[src/rtl/wdt_pkg.sv]
package wdt_pkg;
  typedef enum logic {
    WD_STOP  = 1'b0,
    WD_START = 1'b1
  } wd_cmd_e;
endpackage

[src/rtl/wdt_prescaler.sv]
module wdt_prescaler #(
  parameter int PRESCALE_W = 17
) (
  input  logic clk,
  input  logic rst,
  input  logic clr,
  output logic tick
);
  logic [PRESCALE_W-1:0] div_q;

  always_ff @(posedge clk) begin
    if (rst || clr) div_q <= '0;
    else            div_q <= div_q + 1'b1;
  end

  assign tick = &div_q;

  // clearing the divider suppresses a step in the following cycle
  assert_clr_no_tick_R6: assert property (@(posedge clk) disable iff (rst)
    clr |=> !tick);
endmodule

[src/rtl/wdt_keycheck.sv]
module wdt_keycheck #(
  parameter int KEY_W = 7
) (
  input  logic             clk,
  input  logic             rst,
  input  logic             wr_en,
  input  logic [KEY_W-1:0] wr_key,
  input  logic             err_clr,
  output logic             accept,
  output logic             key_err
);
  logic [KEY_W-1:0] ref_key;
  logic             have_ref;
  logic             bad_wr;

  assign accept = wr_en && (!have_ref || (wr_key == ~ref_key));
  assign bad_wr = wr_en && !accept;

  always_ff @(posedge clk) begin
    if (rst) begin
      ref_key  <= '0;
      have_ref <= 1'b0;
      key_err  <= 1'b0;
    end else begin
      if (accept) begin
        ref_key  <= wr_key;
        have_ref <= 1'b1;
      end
      if (bad_wr)       key_err <= 1'b1;
      else if (err_clr) key_err <= 1'b0;
    end
  end

  // once a reference exists it is never lost before reset
  assert_ref_sticky_R2: assert property (@(posedge clk) disable iff (rst)
    have_ref |=> have_ref);
  // a refused write leaves the reference untouched
  assert_bad_keeps_ref_R4: assert property (@(posedge clk) disable iff (rst)
    (wr_en && !accept) |=> $stable(ref_key));
  // the flag only rises after a write strobe
  assert_err_rise_R5: assert property (@(posedge clk) disable iff (rst)
    $rose(key_err) |-> $past(wr_en));
endmodule

[src/rtl/wdt_countdown.sv]
module wdt_countdown #(
  parameter int CNT_W = 8
) (
  input  logic             clk,
  input  logic             rst,
  input  logic             load,
  input  logic             halt,
  input  logic [CNT_W-1:0] load_val,
  input  logic             tick,
  output logic             running,
  output logic [CNT_W-1:0] count,
  output logic             nmi,
  output logic             bite
);
  localparam logic [CNT_W-1:0] ONE = CNT_W'(1);
  localparam logic [CNT_W-1:0] TWO = CNT_W'(2);

  always_ff @(posedge clk) begin
    if (rst) begin
      running <= 1'b0;
      count   <= '0;
      nmi     <= 1'b0;
      bite    <= 1'b0;
    end else begin
      nmi <= 1'b0;
      if (load) begin
        count   <= load_val;
        running <= 1'b1;
      end else if (halt) begin
        running <= 1'b0;
      end else if (running && tick) begin
        if (count > ONE) begin
          count <= count - 1'b1;
          if (count == TWO) nmi <= 1'b1;
        end else begin
          count <= '0;
          bite  <= 1'b1;
        end
      end
    end
  end

  // the warning is a single-cycle pulse
  assert_nmi_pulse_R8: assert property (@(posedge clk) disable iff (rst)
    nmi |=> !nmi);
  // the warning only follows a step of a running countdown
  assert_nmi_from_step_R8: assert property (@(posedge clk) disable iff (rst)
    $rose(nmi) |-> ($past(running) && $past(tick)));
  // the reset request holds until reset
  assert_bite_hold_R9: assert property (@(posedge clk) disable iff (rst)
    bite |=> bite);
  // without a load the count never grows
  assert_no_growth_R7: assert property (@(posedge clk) disable iff (rst)
    !load |=> (count <= $past(count)));
  // a stopped countdown holds its value
  assert_hold_stopped_R10: assert property (@(posedge clk) disable iff (rst)
    (!running && !load) |=> $stable(count));
endmodule

[src/rtl/keyed_watchdog.sv]
module keyed_watchdog
  import wdt_pkg::*;
#(
  parameter int CNT_W      = 8,
  parameter int KEY_W      = 7,
  parameter int PRESCALE_W = 17
) (
  input  logic             clk,
  input  logic             rst,
  input  logic             wr_en,
  input  logic             wr_start,
  input  logic [CNT_W-1:0] wr_cnt,
  input  logic [KEY_W-1:0] wr_key,
  input  logic             err_clr,
  output logic             armed,
  output logic [CNT_W-1:0] count,
  output logic             nmi,
  output logic             bite,
  output logic             key_err
);
  logic    accept;
  logic    tick;
  logic    do_start;
  logic    do_stop;
  wd_cmd_e cmd;

  assign cmd      = wd_cmd_e'(wr_start);
  assign do_start = accept && (cmd == WD_START);
  assign do_stop  = accept && (cmd == WD_STOP);

  wdt_keycheck #(.KEY_W(KEY_W)) u_key (
    .clk(clk), .rst(rst), .wr_en(wr_en), .wr_key(wr_key),
    .err_clr(err_clr), .accept(accept), .key_err(key_err)
  );

  wdt_prescaler #(.PRESCALE_W(PRESCALE_W)) u_pre (
    .clk(clk), .rst(rst), .clr(do_start), .tick(tick)
  );

  wdt_countdown #(.CNT_W(CNT_W)) u_cnt (
    .clk(clk), .rst(rst), .load(do_start), .halt(do_stop),
    .load_val(wr_cnt), .tick(tick), .running(armed), .count(count),
    .nmi(nmi), .bite(bite)
  );

  // an accepted start arms the block with the written value
  assert_start_loads_R6: assert property (@(posedge clk) disable iff (rst)
    do_start |=> (armed && count == $past(wr_cnt)));
  // an accepted stop disarms
  assert_stop_disarms_R10: assert property (@(posedge clk) disable iff (rst)
    do_stop |=> !armed);
  // a refused write leaves the arm state alone
  assert_bad_no_effect_R4: assert property (@(posedge clk) disable iff (rst)
    (wr_en && !accept) |=> (armed == $past(armed)));
endmodule

[config.mk]
export PLATFORM = sky130hd
export DESIGN_NAME = keyed_watchdog
export DESIGN_NICKNAME = d
export VERILOG_FILES = /design/src/rtl/wdt_pkg.sv /design/src/rtl/wdt_prescaler.sv /design/src/rtl/wdt_keycheck.sv /design/src/rtl/wdt_countdown.sv /design/src/rtl/keyed_watchdog.sv
export SDC_FILE = /design/constraint.sdc
export NUM_CORES = 1
export LEC_CHECK = 0
export ABC_CLOCK_PERIOD_IN_PS = 2800
export CORE_MARGIN = 5
export CORE_UTILIZATION = 45
export DETAILED_ROUTE_END_ITERATION = 10
export PLACE_DENSITY = 0.69
export SYNTH_ARGS = -nofsm -noshare
export SYNTH_HDL_FRONTEND = slang
export SYNTH_HIERARCHICAL = 1
export SYNTH_SLANG_ARGS = --single-unit
[constraint.sdc]
create_clock -name clk -period 2.8 [get_ports clk]
set_input_delay 0.42 -clock clk [delete_from_list [all_inputs] [get_ports clk]]
set_output_delay 0.42 -clock clk [all_outputs]
set_load 0.005 [all_outputs]
# == After elaboration in Yosys (flattened, before gate mapping) ==
# Index checks and enable logic that the tools add are counted.
# totals
reg_bits,37
in_bits,20
out_inout_bits,12
wordCells,45
# classes
n_addsub,2
order_cmp,1
n_eq_ne,3
mux,9
bitwise,6
reduce_logical,16
# op_table
cell,n
2-to-1 mux 8 bit,4
"adder 17 x 1 -> 17 bit, second input constant",1
AND reduction 17 bit,1
"== test 8 x 2 -> 1 bit, second input constant",1
"greater-than comparator 8 x 1 -> 1 bit, second input constant",1
"subtractor 8 x 1 -> 8 bit, second input constant",1
== test 7 bit,1
NOT 7 bit,1
nonzero test 2 bit,3
logical AND 1 bit,5
2-to-1 mux 1 bit,5
NOT 1 bit,5
OR reduction 5 bit,1
AND reduction 4 bit,1
logical NOT 1 bit,2
logical OR 1 bit,2
"!= test 2 x 1 -> 1 bit, second input constant",1
AND reduction 2 bit,1

# == Depth between registers and ports, before layout ==
# logic_depth
word_depth,7
depth_mapped,9
depth_no_buf,9

# == By module ==
# The synthesis kept the hierarchy.
# by_module_without_submodules
module,n_inst,cells_per_inst,area_each_um2,seq_area_each_um2
wdt_prescaler,1,84,737.0,340.3
wdt_countdown,1,78,644.4,220.2
wdt_keycheck,1,49,483.0,180.2
keyed_watchdog,1,2,16.3,0.0

# == Worst setup path before layout ==
# Ideal clock, no wire load.
# synth_timing
kind,reg-to-reg
from,register u_pre.div_q[0]
to,register u_cnt.count[3]
setup_time_ns,0.086
t_arrival_ns,2.095
path_slack_ns,0.619
path_stages_with_launch,10
n_path_buf,0
cell_sequence,dfxtp_1 ha_1 nand4_1 nor2_1 and3_1 ha_1 nand3b_1 or2_0 or3_1 a221oi_2
# synth_via
elab_chain_len,4
# synth_lines
element,line,source
"start, declared",wdt_prescaler.sv:9,logic [PRESCALE_W-1:0] div_q;
"start signal, assigned",wdt_prescaler.sv:13,else div_q <= div_q + 1'b1;
AND reduction 17 bit,wdt_prescaler.sv:16,assign tick = &div_q;
named net tick,keyed_watchdog.sv:22,logic tick;
logical AND 1 bit,wdt_countdown.sv:31,end else if (running && tick) begin
nonzero test 2 bit (no line),--,
AND reduction 2 bit (no line),--,
"end signal, assigned",wdt_countdown.sv:27,count <= load_val;
"end signal, assigned",wdt_countdown.sv:33,count <= count - 1'b1;
"end, declared",wdt_countdown.sv:11,"output logic [CNT_W-1:0] count,"
# The timed path passes the listed nets, and every way through them passes these cells.
# A chain may end at the register's enable or synchronous reset.

# == Worst setup path in the final report ==
# Same ends and word-level chain as after synthesis.

==> results.ini <==
[final_layout]
final_cells = 300
antenna_cells = 0
seqCellArea_um2 = 740.7
nets = 275
num-fill-cells = 382
mostFrequentLayoutCell = dfxtp_1
syn2layout_area_growth_pct = 24.95
layout-drive-gt1-share_pct = 8.400
final_util_pct = 58.32
layout_common_cells = dfxtp_1, clkdlybuf4s50_1, nor2_1
multiInputGateArea_mm2 = 0.001075

[floorplan]
die_w_um = 74.65
core-area_mm2 = 0.004029
die_y_um = 74.65
fp-row-count = 23
die_area_mm2 = 0.005572
ios = 32
initial_core_util_pct = 46.68

[pwr]
p_leak_nw = 0.8649
power_density_mw_per_mm2 = 463.5
total_power_mw = 1.089
ir_drop_v = 0.0002603

[clock_tree]
clock-sinks = 37
path_clk_slew_ps = 70
clk_latency_ps = 280
cts_buffer_depth = 2
numCtsBuffers = 5
root_buffer = clkbuf_8
cts_resized = 0
cts_hold_buf = 0
cts_tree = done
cts_setup_buffers = 0
h-tree-depth = 2

[timing]
fmax_mhz = 431.3
slew_viol_final = 0
setup_viol = 0
rsz0062_at_grt = no
skew_ps = 6.553
max_slew.worst_pin.slew_ps = 434.3
period_share_pct = 82.81
final.setup.tns_ps = 0
min_period_ps = 2319
final_hold_viol_count = 0
slew_headroom_pct = 70.99

[routing]
wirelength_um = 3833
dr_total_vias = 1564
wire_per_inst_um = 12.78
drtIter0Drc = 87
ant_nets = 0
via_per_inst = 5.213
drc = 0
first_pass_iters = 4

[min_path]
worstHoldEndpoint = u_pre/div_q[15]
min_from = u_pre/div_q[15]
min_path_type = flip-flop to flip-flop
hold_path_depth = 2

[critical_path]
r2r_start = u_pre/div_q[0]
cp_max_fo = 5
crit_required_ps = 3010
critPathCaptureType = flip-flop
cp-startpoint = u_pre/div_q[0]
worstReg2RegEnd = u_cnt/count[3]
timing.reg2reg.setup_slack_ps = 480
start_kind = flip-flop
r2r_cells = 9
cp.arrival_ps = 2520
path_class = flip-flop to flip-flop

[logic_synthesis]
synthFlopType = dfxtp_1
ys_ff_latch = 37
synth_edf_count = 0
yosys_warnings = 6
syn-cell-area_mm2 = 0.001881
synth_top_area_cell = dfxtp_1
synthesis.nets = 238
synth_cells = 213
ys_types = 44
synth_top_cell_area_share_pct = 39.39
ys_top_cells_by_area = dfxtp_1, xor2_1, xnor2_1
async_flop_share_pct = 0
avgSynthCellArea_um2 = 8.829
yosysSeqAreaShare_pct = 39.39

[global_route]
grt_pass1_wl_um = 6410
grt_max_degree = 31
grt_overflow = 0
grt_pass1_vias = 1415
grtUsageTotal_pct = 14.74
antenna_found_initial = 0

[status]
outcome = finished, final reports clean

[place]
dp.final_hpwl_um = 2792
place.gp.congestion = 0.8321
numPortBuffers = 31
place_inst = 293

[job]
max_cap_viol_count = 0

[synthesized netlist by cell type (3+ instances only)]
| cell | count |
|---|---|
| nand4_1 | 8 |
| ha_1 | 5 |
| a31oi_1 | 3 |
| clkbuf_1 | 5 |
| nand3_1 | 7 |
| or3_1 | 4 |
| inv_1 | 8 |
| or2_2 | 3 |
| o21ai_0 | 4 |
| xnor2_1 | 10 |
| nor2_1 | 23 |
| nor4_1 | 3 |
| and3_1 | 5 |
| nand2_1 | 8 |
| xor2_1 | 12 |
| mux2i_1 | 7 |
| or2b_1 | 7 |
| a21oi_1 | 9 |
| o22ai_1 | 3 |
| dfxtp_1 | 37 |
| nor3_1 | 5 |
| nand2b_1 | 11 |
[where the power goes]
group | total, mW | switching (mW) | internal [mW] | leakage (nW)
registers | 0.564 | 0.0196 | 0.545 | 0.301
clock network | 0.371 | 0.176 | 0.195 | 0.0443
logic | 0.154 | 0.0675 | 0.0864 | 0.519
[state kept, by name, summed over array words and instances, names as in the netlist]
register	cells
u_key/ref_key	7
u_pre/div_q	17
u_key/key_err	1
u_cnt/running	1
u_cnt/count	8
u_key/have_ref	1
u_cnt/bite	1
u_cnt/nmi	1
[layer usage]
metal | routed length (um) | global-route usage (%) | share of wire [%]
met5 | 0 | 0 | 0
met4 | 48 | 5.929 | 1.3
met3 | 213 | 3.605 | 5.6
met2 | 1636 | 22.24 | 43
met1 | 1934 | 20.26 | 50
[cell families after synthesis]
group           after synthesis  synth area share, %
flops                        37                39.39
xor+xnor                     22                10.25
buf+inv                      15                3.460
compound gates               29                10.38
fa+ha+maj                     5                3.327
mux                           7                3.726
simple gates                 98                29.47
[metrics by stage]
step / area, um2 / setup slack [ps] / hold slack [ps]
after floorplan: 1881 / 618.9 / 440.7
after global placement: 2263 / 302.2 / 467.7
after detailed placement: 2263 / 266.1 / 469.3
after CTS: 2350 / 444.6 / 486.2
after global routing: 2350 / 259.4 / 513.9
final: 2350 / 481.4 / 482.3
[worst max path at each step]
stage,to,cells past startpoint
3_5_place_dp,u_cnt/count[3],9
5_1_grt,u_cnt/count[3],9
3_3_place_gp,u_cnt/count[4],10
6_report,u_cnt/count[3],9
4_1_cts,u_cnt/count[3],9
2_1_floorplan,u_cnt/count[3],9
[area by class of cell]
cell class	instances	area share, %
Multi-Input combinational cell	161	45.74
Timing Repair Buffer	37	15.12
Tap cell	50	2.662
Clock buffer	7	3.674
Inverter	8	1.278
Sequential cell	37	31.52
[critical path, cell delays in order (launching register included)]
cell and delay, ps:
dfxtp_1 400, ha_1 240, nand4_1 130, nor2_1 180, and3_1 190, ha_1 180
nand3b_1 130, or2_0 260, or3_1 320, a221oi_2 210
No activity file was read; power rests on OpenSTA's default activity.
